## src/rtl/pwm_pkg.sv

```systemverilog
package pwm_pkg;
    localparam int DATA_W    = 32;
    localparam int PS_W      = 8;
    localparam int CNT_W     = 8;
    localparam int CTRL_OFS  = 'h50;
    localparam int INTEN_OFS = 'h54;
    localparam int EN_BIT    = 9;
    localparam int PS_LO_LSB = 0;
    localparam int PS_HI_LSB = 11;
    localparam int NIB       = PS_W / 2;

    typedef enum logic [0:0] {
        ST_IDLE = 1'b0,
        ST_RUN  = 1'b1
    } tb_state_e;
endpackage

```

## src/rtl/pwm_regs.sv

```systemverilog
module pwm_regs
    import pwm_pkg::*;
#(
    parameter int NUM_CH = 1,
    parameter int ADDR_W = 8
) (
    input  logic                      clk,
    input  logic                      rst_n,
    input  logic [ADDR_W-1:0]         addr_i,
    input  logic                      we_i,
    input  logic [DATA_W-1:0]         wdata_i,
    output logic [DATA_W-1:0]         rdata_o,
    output logic [NUM_CH*CNT_W-1:0]   duty_flat_o,
    output logic [PS_W-1:0]           prescale_o,
    output logic                      enable_o,
    output logic                      irq_en_o
);
    localparam logic [ADDR_W-1:0] CTRL_A  = ADDR_W'(CTRL_OFS);
    localparam logic [ADDR_W-1:0] INTEN_A = ADDR_W'(INTEN_OFS);

    logic [PS_W-1:0]  ps_q;
    logic             en_q;
    logic             inten_q;
    logic [CNT_W-1:0] duty_q [NUM_CH];
    logic             unused_bits;

    assign unused_bits = ^{wdata_i[DATA_W-1:PS_HI_LSB+NIB], wdata_i[PS_HI_LSB-1:EN_BIT+1],
                           wdata_i[EN_BIT-1:CNT_W]};

    always_ff @(posedge clk or negedge rst_n) begin
        if (!rst_n) begin
            ps_q    <= '0;
            en_q    <= 1'b0;
            inten_q <= 1'b0;
        end else if (we_i) begin
            if (addr_i == CTRL_A) begin
                ps_q[NIB-1:0]    <= wdata_i[PS_LO_LSB +: NIB];
                ps_q[PS_W-1:NIB] <= wdata_i[PS_HI_LSB +: NIB];
                en_q             <= wdata_i[EN_BIT];
            end
            if (addr_i == INTEN_A) begin
                inten_q <= wdata_i[0];
            end
        end
    end

    for (genvar g = 0; g < NUM_CH; g++) begin : g_duty
        localparam logic [ADDR_W-1:0] DUTY_A = ADDR_W'(4 * g);
        always_ff @(posedge clk or negedge rst_n) begin
            if (!rst_n) begin
                duty_q[g] <= '0;
            end else if (we_i && addr_i == DUTY_A) begin
                duty_q[g] <= wdata_i[CNT_W-1:0];
            end
        end
        assign duty_flat_o[g*CNT_W +: CNT_W] = duty_q[g];
    end

    always_comb begin
        rdata_o = '0;
        if (addr_i == CTRL_A) begin
            rdata_o[PS_LO_LSB +: NIB] = ps_q[NIB-1:0];
            rdata_o[PS_HI_LSB +: NIB] = ps_q[PS_W-1:NIB];
            rdata_o[EN_BIT]           = en_q;
        end else if (addr_i == INTEN_A) begin
            rdata_o[0] = inten_q;
        end
        for (int i = 0; i < NUM_CH; i++) begin
            if (addr_i == ADDR_W'(4 * i)) begin
                rdata_o[CNT_W-1:0] = duty_q[i];
            end
        end
    end

    assign prescale_o = ps_q;
    assign enable_o   = en_q;
    assign irq_en_o   = inten_q;

    // the enable seen by the time base follows a control write one edge later
    assert_ctrl_write_R2: assert property (@(posedge clk) disable iff (!rst_n)
        (we_i && addr_i == CTRL_A) |=> (enable_o == $past(wdata_i[EN_BIT])));
endmodule

```

## src/rtl/pwm_timebase.sv

```systemverilog
module pwm_timebase
    import pwm_pkg::*;
(
    input  logic             clk,
    input  logic             rst_n,
    input  logic             enable_i,
    input  logic [PS_W-1:0]  prescale_i,
    output logic             run_o,
    output logic             load_o,
    output logic [CNT_W-1:0] cnt_o
);
    localparam logic [CNT_W-1:0] CNT_LAST = {CNT_W{1'b1}};

    tb_state_e        state_q, state_d;
    logic [PS_W-1:0]  psc_q, ps_act_q;
    logic [CNT_W-1:0] cnt_q;
    logic             tick, wrap, advance;

    // next-state logic: START (IDLE->RUN) and STOP (RUN->IDLE)
    always_comb begin
        state_d = state_q;
        unique case (state_q)
            ST_IDLE: if (enable_i)  state_d = ST_RUN;
            ST_RUN:  if (!enable_i) state_d = ST_IDLE;
            default: state_d = ST_IDLE;
        endcase
    end

    always_ff @(posedge clk or negedge rst_n) begin
        if (!rst_n) state_q <= ST_IDLE;
        else        state_q <= state_d;
    end

    assign tick    = (state_q == ST_RUN) && (psc_q == ps_act_q);
    assign wrap    = tick && (cnt_q == CNT_LAST);
    assign advance = (state_q == ST_RUN) && (state_d == ST_RUN);

    always_ff @(posedge clk or negedge rst_n) begin
        if (!rst_n) begin
            psc_q <= '0;
            cnt_q <= '0;
        end else if (!advance) begin
            psc_q <= '0;
            cnt_q <= '0;
        end else if (tick) begin
            psc_q <= '0;
            cnt_q <= cnt_q + 1'b1;
        end else begin
            psc_q <= psc_q + 1'b1;
        end
    end

    always_ff @(posedge clk or negedge rst_n) begin
        if (!rst_n)      ps_act_q <= '0;
        else if (load_o) ps_act_q <= prescale_i;
    end

    // output process
    always_comb begin
        run_o  = (state_q == ST_RUN);
        load_o = (state_q == ST_IDLE) || wrap;
        cnt_o  = cnt_q;
    end

    assert_hold_zero_R4: assert property (@(posedge clk) disable iff (!rst_n)
        !enable_i |=> (cnt_q == '0 && psc_q == '0));
    assert_ps_staged_R9: assert property (@(posedge clk) disable iff (!rst_n)
        (state_q == ST_RUN && !wrap) |=> $stable(ps_act_q));
    assert_tick_bound_R7: assert property (@(posedge clk) disable iff (!rst_n)
        psc_q <= ps_act_q);
endmodule

```

## src/rtl/pwm_channel.sv

```systemverilog
module pwm_channel
    import pwm_pkg::*;
(
    input  logic             clk,
    input  logic             rst_n,
    input  logic             load_i,
    input  logic             run_i,
    input  logic [CNT_W-1:0] cnt_i,
    input  logic [CNT_W-1:0] duty_i,
    output logic             pwm_o
);
    logic [CNT_W-1:0] duty_act_q;

    always_ff @(posedge clk or negedge rst_n) begin
        if (!rst_n)      duty_act_q <= '0;
        else if (load_i) duty_act_q <= duty_i;
    end

    always_comb begin
        pwm_o = run_i && (cnt_i <= duty_act_q);
    end

    assert_off_when_idle_R4: assert property (@(posedge clk) disable iff (!rst_n)
        !run_i |-> !pwm_o);
    assert_min_pulse_R6: assert property (@(posedge clk) disable iff (!rst_n)
        (run_i && cnt_i == '0) |-> pwm_o);
    assert_duty_staged_R8: assert property (@(posedge clk) disable iff (!rst_n)
        !load_i |=> $stable(duty_act_q));
endmodule

```

## src/rtl/pwm_bank.sv

```systemverilog
module pwm_bank
    import pwm_pkg::*;
#(
    parameter int NUM_CH = 1,
    parameter int ADDR_W = 8
) (
    input  logic              clk,
    input  logic              rst_n,
    input  logic [ADDR_W-1:0] bus_addr,
    input  logic              bus_we,
    input  logic [31:0]       bus_wdata,
    output logic [31:0]       bus_rdata,
    output logic              irq_en_o,
    output logic [NUM_CH-1:0] pwm_o
);
    logic [NUM_CH*CNT_W-1:0] duty_flat;
    logic [PS_W-1:0]         prescale;
    logic                    enable;
    logic                    run;
    logic                    load;
    logic [CNT_W-1:0]        cnt;

    pwm_regs #(.NUM_CH(NUM_CH), .ADDR_W(ADDR_W)) u_regs (
        .clk         (clk),
        .rst_n       (rst_n),
        .addr_i      (bus_addr),
        .we_i        (bus_we),
        .wdata_i     (bus_wdata),
        .rdata_o     (bus_rdata),
        .duty_flat_o (duty_flat),
        .prescale_o  (prescale),
        .enable_o    (enable),
        .irq_en_o    (irq_en_o)
    );

    pwm_timebase u_tb (
        .clk        (clk),
        .rst_n      (rst_n),
        .enable_i   (enable),
        .prescale_i (prescale),
        .run_o      (run),
        .load_o     (load),
        .cnt_o      (cnt)
    );

    for (genvar g = 0; g < NUM_CH; g++) begin : g_ch
        pwm_channel u_ch (
            .clk    (clk),
            .rst_n  (rst_n),
            .load_i (load),
            .run_i  (run),
            .cnt_i  (cnt),
            .duty_i (duty_flat[g*CNT_W +: CNT_W]),
            .pwm_o  (pwm_o[g])
        );
    end
endmodule

```

## config.mk

```make
export PLATFORM = sky130hd
export DESIGN_NAME = pwm_bank
export DESIGN_NICKNAME = d
export VERILOG_FILES = /design/src/rtl/pwm_pkg.sv /design/src/rtl/pwm_regs.sv /design/src/rtl/pwm_timebase.sv /design/src/rtl/pwm_channel.sv /design/src/rtl/pwm_bank.sv
export SDC_FILE = /design/constraint.sdc
export NUM_CORES = 1
export LEC_CHECK = 0
export CAP_MARGIN = 30
export CORE_ASPECT_RATIO = 0.5
export CORE_MARGIN = 5
export CORE_UTILIZATION = 44
export CTS_BUF_LIST = sky130_fd_sc_hd__clkbuf_8
export DETAILED_ROUTE_END_ITERATION = 8
export GPL_TIMING_DRIVEN = 0
export HOLD_SLACK_MARGIN = 0.06
export PLACE_DENSITY = 0.81
export SYNTH_ARGS = -nofsm -noshare
export SYNTH_HDL_FRONTEND = slang
export SYNTH_SLANG_ARGS = --single-unit
```

## constraint.sdc

```tcl
create_clock -name clk -period 2.2 [get_ports clk]
set_clock_uncertainty 0.15 [all_clocks]
set_input_delay 0.44 -clock clk [delete_from_list [all_inputs] [get_ports clk]]
set_output_delay 0.44 -clock clk [all_outputs]
set_load 0.05 [all_outputs]
```

## After elaboration in Yosys (flattened, before gate mapping)

Index checks and enable logic that the tools add are counted.

- Add/sub/neg operators: 2
- Bitwise operators: 1
- Equality and inequality tests: 5
- Order comparisons: 1
- Multiplexer cells: 11
- Reductions and logical operators: 9

Operators with widths:

| cell | number |
|---|---|
| 8-bit 2-to-1 mux | 5 |
| 8-bit by 1-bit adder with 8-bit output (second input constant) | 2 |
| 8-bit by 7-bit == test with 1-bit output (second input constant) | 2 |
| 8-bit == test | 1 |
| 8-bit == test (second input constant) | 1 |
| 8-bit less-or-equal comparator | 1 |
| 8-bit logical NOT | 1 |
| 1-bit logical AND | 5 |
| 1-bit 2-to-1 mux | 4 |
| 4-bit 2-to-1 mux | 1 |
| 2-bit AND reduction | 2 |
| 3-bit 2-to-1 mux | 1 |
| 2-bit by 1-bit inequality test with 1-bit output (second input constant) | 1 |
| 1-bit logical OR | 1 |
| 1-bit NOT | 1 |

- Bits in registers: 51
- Input port bits: 43
- Output and inout bits: 34

## Logic depth before layout (Yosys ltp)

Gate-level depths: netlist of the first run.

- Depth in word-level cells: 4
- Mapped depth: 7
- Gate-level depth less buffers: 7

## Hierarchy

A second synthesis of the first run with hierarchy kept.

- Cell total of the unflattened synthesis: 253
- Area, all modules: 2782.7 µm²

By module, submodules not included:

| module | sequential area each (µm²) | cells an instance | area an instance (µm²) | instances |
|---|---|---|---|---|
| pwm_timebase | 625.6 | 115 | 1261.2 | 1 |
| pwm_regs | 450.4 | 85 | 1038.5 | 1 |
| pwm_channel | 200.2 | 53 | 483.0 | 1 |

## Least setup slack after synthesis of the first run

No wires, ideal clock.

- Kind: in2out
- Start point: input port bus_addr[5]
- End point: output port bus_rdata[0]
- Required time: 1.610 ns
- Arrival: 2.190 ns
- Slack: -0.580 ns
- Buffers on the path: 0
- Stages: 4
- Path through: nor2_1 nand3_1 or4_1 o21ai_0

- Cells in the longest elaborated chain, start to end: 4

RTL lines:

| item | line | RTL |
|---|---|---|
| start, declared | pwm_bank.sv:9 | `input logic [ADDR_W-1:0] bus_addr,` |
| 8-bit by 7-bit == test with 1-bit output | pwm_regs.sv:65 | `end else if (addr_i == INTEN_A) begin` |
| 1-bit 2-to-1 mux | pwm_regs.sv:65 |  |
| 1-bit 2-to-1 mux | pwm_regs.sv:61 | `if (addr_i == CTRL_A) begin` |
| 8-bit 2-to-1 mux * | pwm_regs.sv:69 | `if (addr_i == ADDR_W'(4 * i)) begin` |
| end, declared | pwm_bank.sv:12 | `output logic [31:0] bus_rdata,` |

Every way passes the cells marked *; elsewhere a longest branch is shown, timed or not.

## Worst setup path after layout of the first run

- Start point: input port bus_addr[0]
- End point: output port bus_rdata[3]

- Cells in the longest elaborated chain, start to end: 3

RTL lines:

| item | line |
|---|---|
| 8-bit by 7-bit == test with 1-bit output | pwm_regs.sv:61 |
| 3-bit 2-to-1 mux | pwm_regs.sv:61 |
| 8-bit 2-to-1 mux * | pwm_regs.sv:69 |

Marks and branches as above.

==> results of run 1 <==
area by class of cell:
cell class / instances / share of cell area
inverters: 12 / 0.0117
well taps: 73 / 0.0238
clock buffers: 5 / 0.0180
multi-input cells: 165 / 0.374
repair buffers: 67 / 0.182
plain buffers: 21 / 0.0441
flip-flops and latches: 51 / 0.335
clock inverters: 3 / 0.0114
per-layer routing:
| layer | vias to the layer above | global-route usage | routed length [um] |
|---|---|---|---|
| met1 | 1015 | 0.220 | 2990 |
| met3 | 19 | 0.0321 | 483 |
| met5 | - | 0 | 0 |
| met4 | 0 | 0.0785 | 183 |
| met2 | 94 | 0.304 | 3470 |
| li1 | 955 | - | - |
tightest hold or removal path: cells and delay by family:
kind            cells  cell delay (ns)
buf+inv             1             0.12
compound gates      1             0.07
simple gates        1             0.08
what timing repair did:
item | in CTS | in global routing
endpoints found under the setup margin | 48 | 35
hold endpoints to repair | 20 | 0
gates cloned | 1 | 0
hold buffers | 1 | 0
setup buffers | 19 | 7
pin swaps | 25 | 16
gates resized for setup | 165 | 23
synthesized netlist by cell type, types with 3 or more instances:
library cell	instances	share of area
dfrtp_1	51	0.48
buf_4	19	0.054
mux2_2	32	0.14
a22o_1	3	0.0099
nand2_1	8	0.011
xor2_1	5	0.017
or4_1	6	0.017
ha_1	10	0.047
and2_1	10	0.024
xnor2_1	11	0.036
nand3_1	11	0.021
nand4_1	4	0.0095
inv_1	12	0.017
a21oi_1	9	0.017
nor2_1	13	0.018
o31ai_1	5	0.014
o21ai_0	5	0.0095
registers in the layout, summed over array words and instances, names as in the netlist:
signal	cells
u_regs.irq_en_o	1
g_ch.u_ch.duty_act_q	8
u_tb.cnt_o	8
u_tb.ps_act_q	8
u_regs.enable_o	1
u_tb.run_o	1
u_regs.prescale_o	8
u_regs.duty_flat_o	8
u_tb.psc_q	8
worst min path at each step:
stage,end,depth (start not counted)
6_report,u_regs.irq_en_o$_DFFE_PN0P_,3
5_1_grt,u_regs.irq_en_o$_DFFE_PN0P_,3
4_1_cts,u_regs.irq_en_o$_DFFE_PN0P_,3
3_5_place_dp,u_regs.duty_flat_o[4]$_DFFE_PN0P_,1
3_3_place_gp,u_tb.run_o$_DFF_PN0_,0
2_1_floorplan,g_ch[0].u_ch.duty_act_q[0]$_DFFE_PN0P_,0
power breakdown:
part | internal [mW] | switching (mW)
Sequential | 0.968 | 0.0337
Clock | 0.339 | 0.321
Combinational | 0.149 | 0.175
Total | 1.46 | 0.530
kinds of logic (layout without fill, tap and decap cells):
logic type | count (synthesis) | count (layout) | synth area share
multiplexers | 34 | 34 | 0.144
other | 1 | 19 | 0.00142
flip-flops | 51 | 51 | 0.483
buffers and inverters | 34 | 108 | 0.0790
AND/OR/NAND/NOR | 61 | 61 | 0.129
XOR/XNOR | 16 | 16 | 0.0530
AO/OA/AOI/OAI | 25 | 25 | 0.0639
adder cells (fa/ha/maj) | 10 | 10 | 0.0473
==> impl_metrics.env, run 1 <==
export IMPL_worst_path_max_delay_cell="or4_4"
export IMPL_r2r_slack_ns=-0.08
export IMPL_timing_final_crit_share=1.15
export IMPL_cp_num_buf_inv=4
export IMPL_cts_tree="yes"
export IMPL_antenna_found_initial=0
export IMPL_finalSetupTns_ns=-4.15
export IMPL_final_util=0.678
export IMPL_final_area_um2=3830
export IMPL_path_clk_slew_ns=0.09
export IMPL_wl_per_cell_um=18.0
export IMPL_r2r_cells=7
export IMPL_numCtsBuffers=5
export IMPL_synth_edf_count=0
export IMPL_post_dp_hpwl_mm=4.40
export IMPL_p_per_area_nw_per_um2=518
export IMPL_rows=19
export IMPL_viasPerCell=5.25
export IMPL_port_buffers=38
export IMPL_cpPeakStageDelay_ns=0.56
export IMPL_period_minus_slack_ns=2.52
export IMPL_drive_gt1_frac=0.451
export IMPL_drtPass1Iterations=4
export IMPL_yosys_warnings=0
export IMPL_crit_path_start_kind="primary input"
export IMPL_initial_utilization=0.467
export IMPL_die_area_um2=7750
export IMPL_drc=0
export IMPL_cts_root_buf="clkbuf_8"
export IMPL_maxCapViolations=0
export IMPL_ir_drop_v=0.000346
export IMPL_preCtsSetupSlack_ns=-1.41
export IMPL_ant_nets=0
export IMPL_cp_end_kind="primary output"
export IMPL_final_hold_viol_count=0
export IMPL_grtUsageTotal=0.176
export IMPL_ys_seq_area_frac=0.483
export IMPL_rsz0062_at_grt="yes"
export IMPL_die_width_um=120
export IMPL_vias=2083
export IMPL_htreeDepth=2
export IMPL_path_max_fanout=8
export IMPL_post_place_cells=362
export IMPL_grt_pass1_vias=2134
export IMPL_io_pins=77
export IMPL_holdWs_ns=0.293
export IMPL_slew_headroom=0.666
export IMPL_grt_start_max_net_pins=32
export IMPL_coreArea_um2=5660
export IMPL_status="finished, violations left"
export IMPL_worstSetupStartpoint="bus_addr[0]"
export IMPL_worst_path_stages=7
export IMPL_multi_input_area_um2=1430
export IMPL_fmax_mhz=396
export IMPL_final_common_cell="dfrtp_1"
export IMPL_crit_family="simple AND/OR/NAND/NOR gates"
export IMPL_cp_cell_sequence="buf_6 -> or4_4 -> nor4b_4 -> buf_6 -> buf_6 -> a22o_4 -> buf_8"
export IMPL_path_class="in2out"
export IMPL_clkLatencyLatePin_ns=0.31
export IMPL_hold_path_class="in2reg"
export IMPL_nNetsFinal=376
export IMPL_register_area_um2=1280
export IMPL_r2r_start="u_tb.psc_q[7]$_DFF_PN0_"
export IMPL_avgSynthCellArea_um2=11.4
export IMPL_critPathMostFrequentCell="buf_6"
export IMPL_synth_top_flop_cell="dfrtp_1"
export IMPL_violations="setup timing"
export IMPL_syn_inst=232
export IMPL_yosysUniqueCellTypes=30
export IMPL_endpoint="bus_rdata[3]"
export IMPL_stdcell_count=397
export IMPL_place_gp_congestion=0.791
export IMPL_holdCritStartpoint="bus_addr[2]"
export IMPL_grt_pass1_wl_mm=10.8
export IMPL_required_ns=1.61
export IMPL_area_growth_pct=45.0
export IMPL_final_cell_mix="dfrtp_1 (46), buf_4 (37), conb_1 (19), mux2_2 (16), mux2_4 (16)"
export IMPL_finalMaxSlewViolations=0
export IMPL_cts_sinks=51
export IMPL_wirelength_mm=7.14
export IMPL_drt_iter0_drc=127
export IMPL_fill_cells=349
export IMPL_postPlaceCellArea_um2=3270
export IMPL_setup_viol=31
export IMPL_async_flop_share=1.00
export IMPL_fin_ws_ns=-0.322
export IMPL_crit_reg2reg_capture="g_ch[0].u_ch.duty_act_q[2]$_DFFE_PN0P_"
export IMPL_arrival_ns=1.93
export IMPL_max_clock_path_buffers=2
export IMPL_p_leak_nw=1.89
export IMPL_die_h_um=64.8
export IMPL_antennaDiodeCount=0
export IMPL_power_mw=1.99
export IMPL_synth_area_um2=2640
export IMPL_yosys_register_bits=51
export IMPL_grt_ovfl_total=0
export IMPL_tightest_slew_ns=0.499
No activity file was read; power rests on OpenSTA's default activity.
==> run 2, diff against run 1 <==
--- a/config.mk
+++ b/config.mk
@@ -10,6 +10,7 @@
 export CORE_MARGIN = 5
 export CORE_UTILIZATION = 44
 export CTS_BUF_LIST = sky130_fd_sc_hd__clkbuf_8
+export CTS_CLUSTER_SIZE = 8
 export DETAILED_ROUTE_END_ITERATION = 8
 export GPL_TIMING_DRIVEN = 0
 export HOLD_SLACK_MARGIN = 0.06
==> results of run 2 <==
Final layout, timing and power as in run 1 (identical DEF).
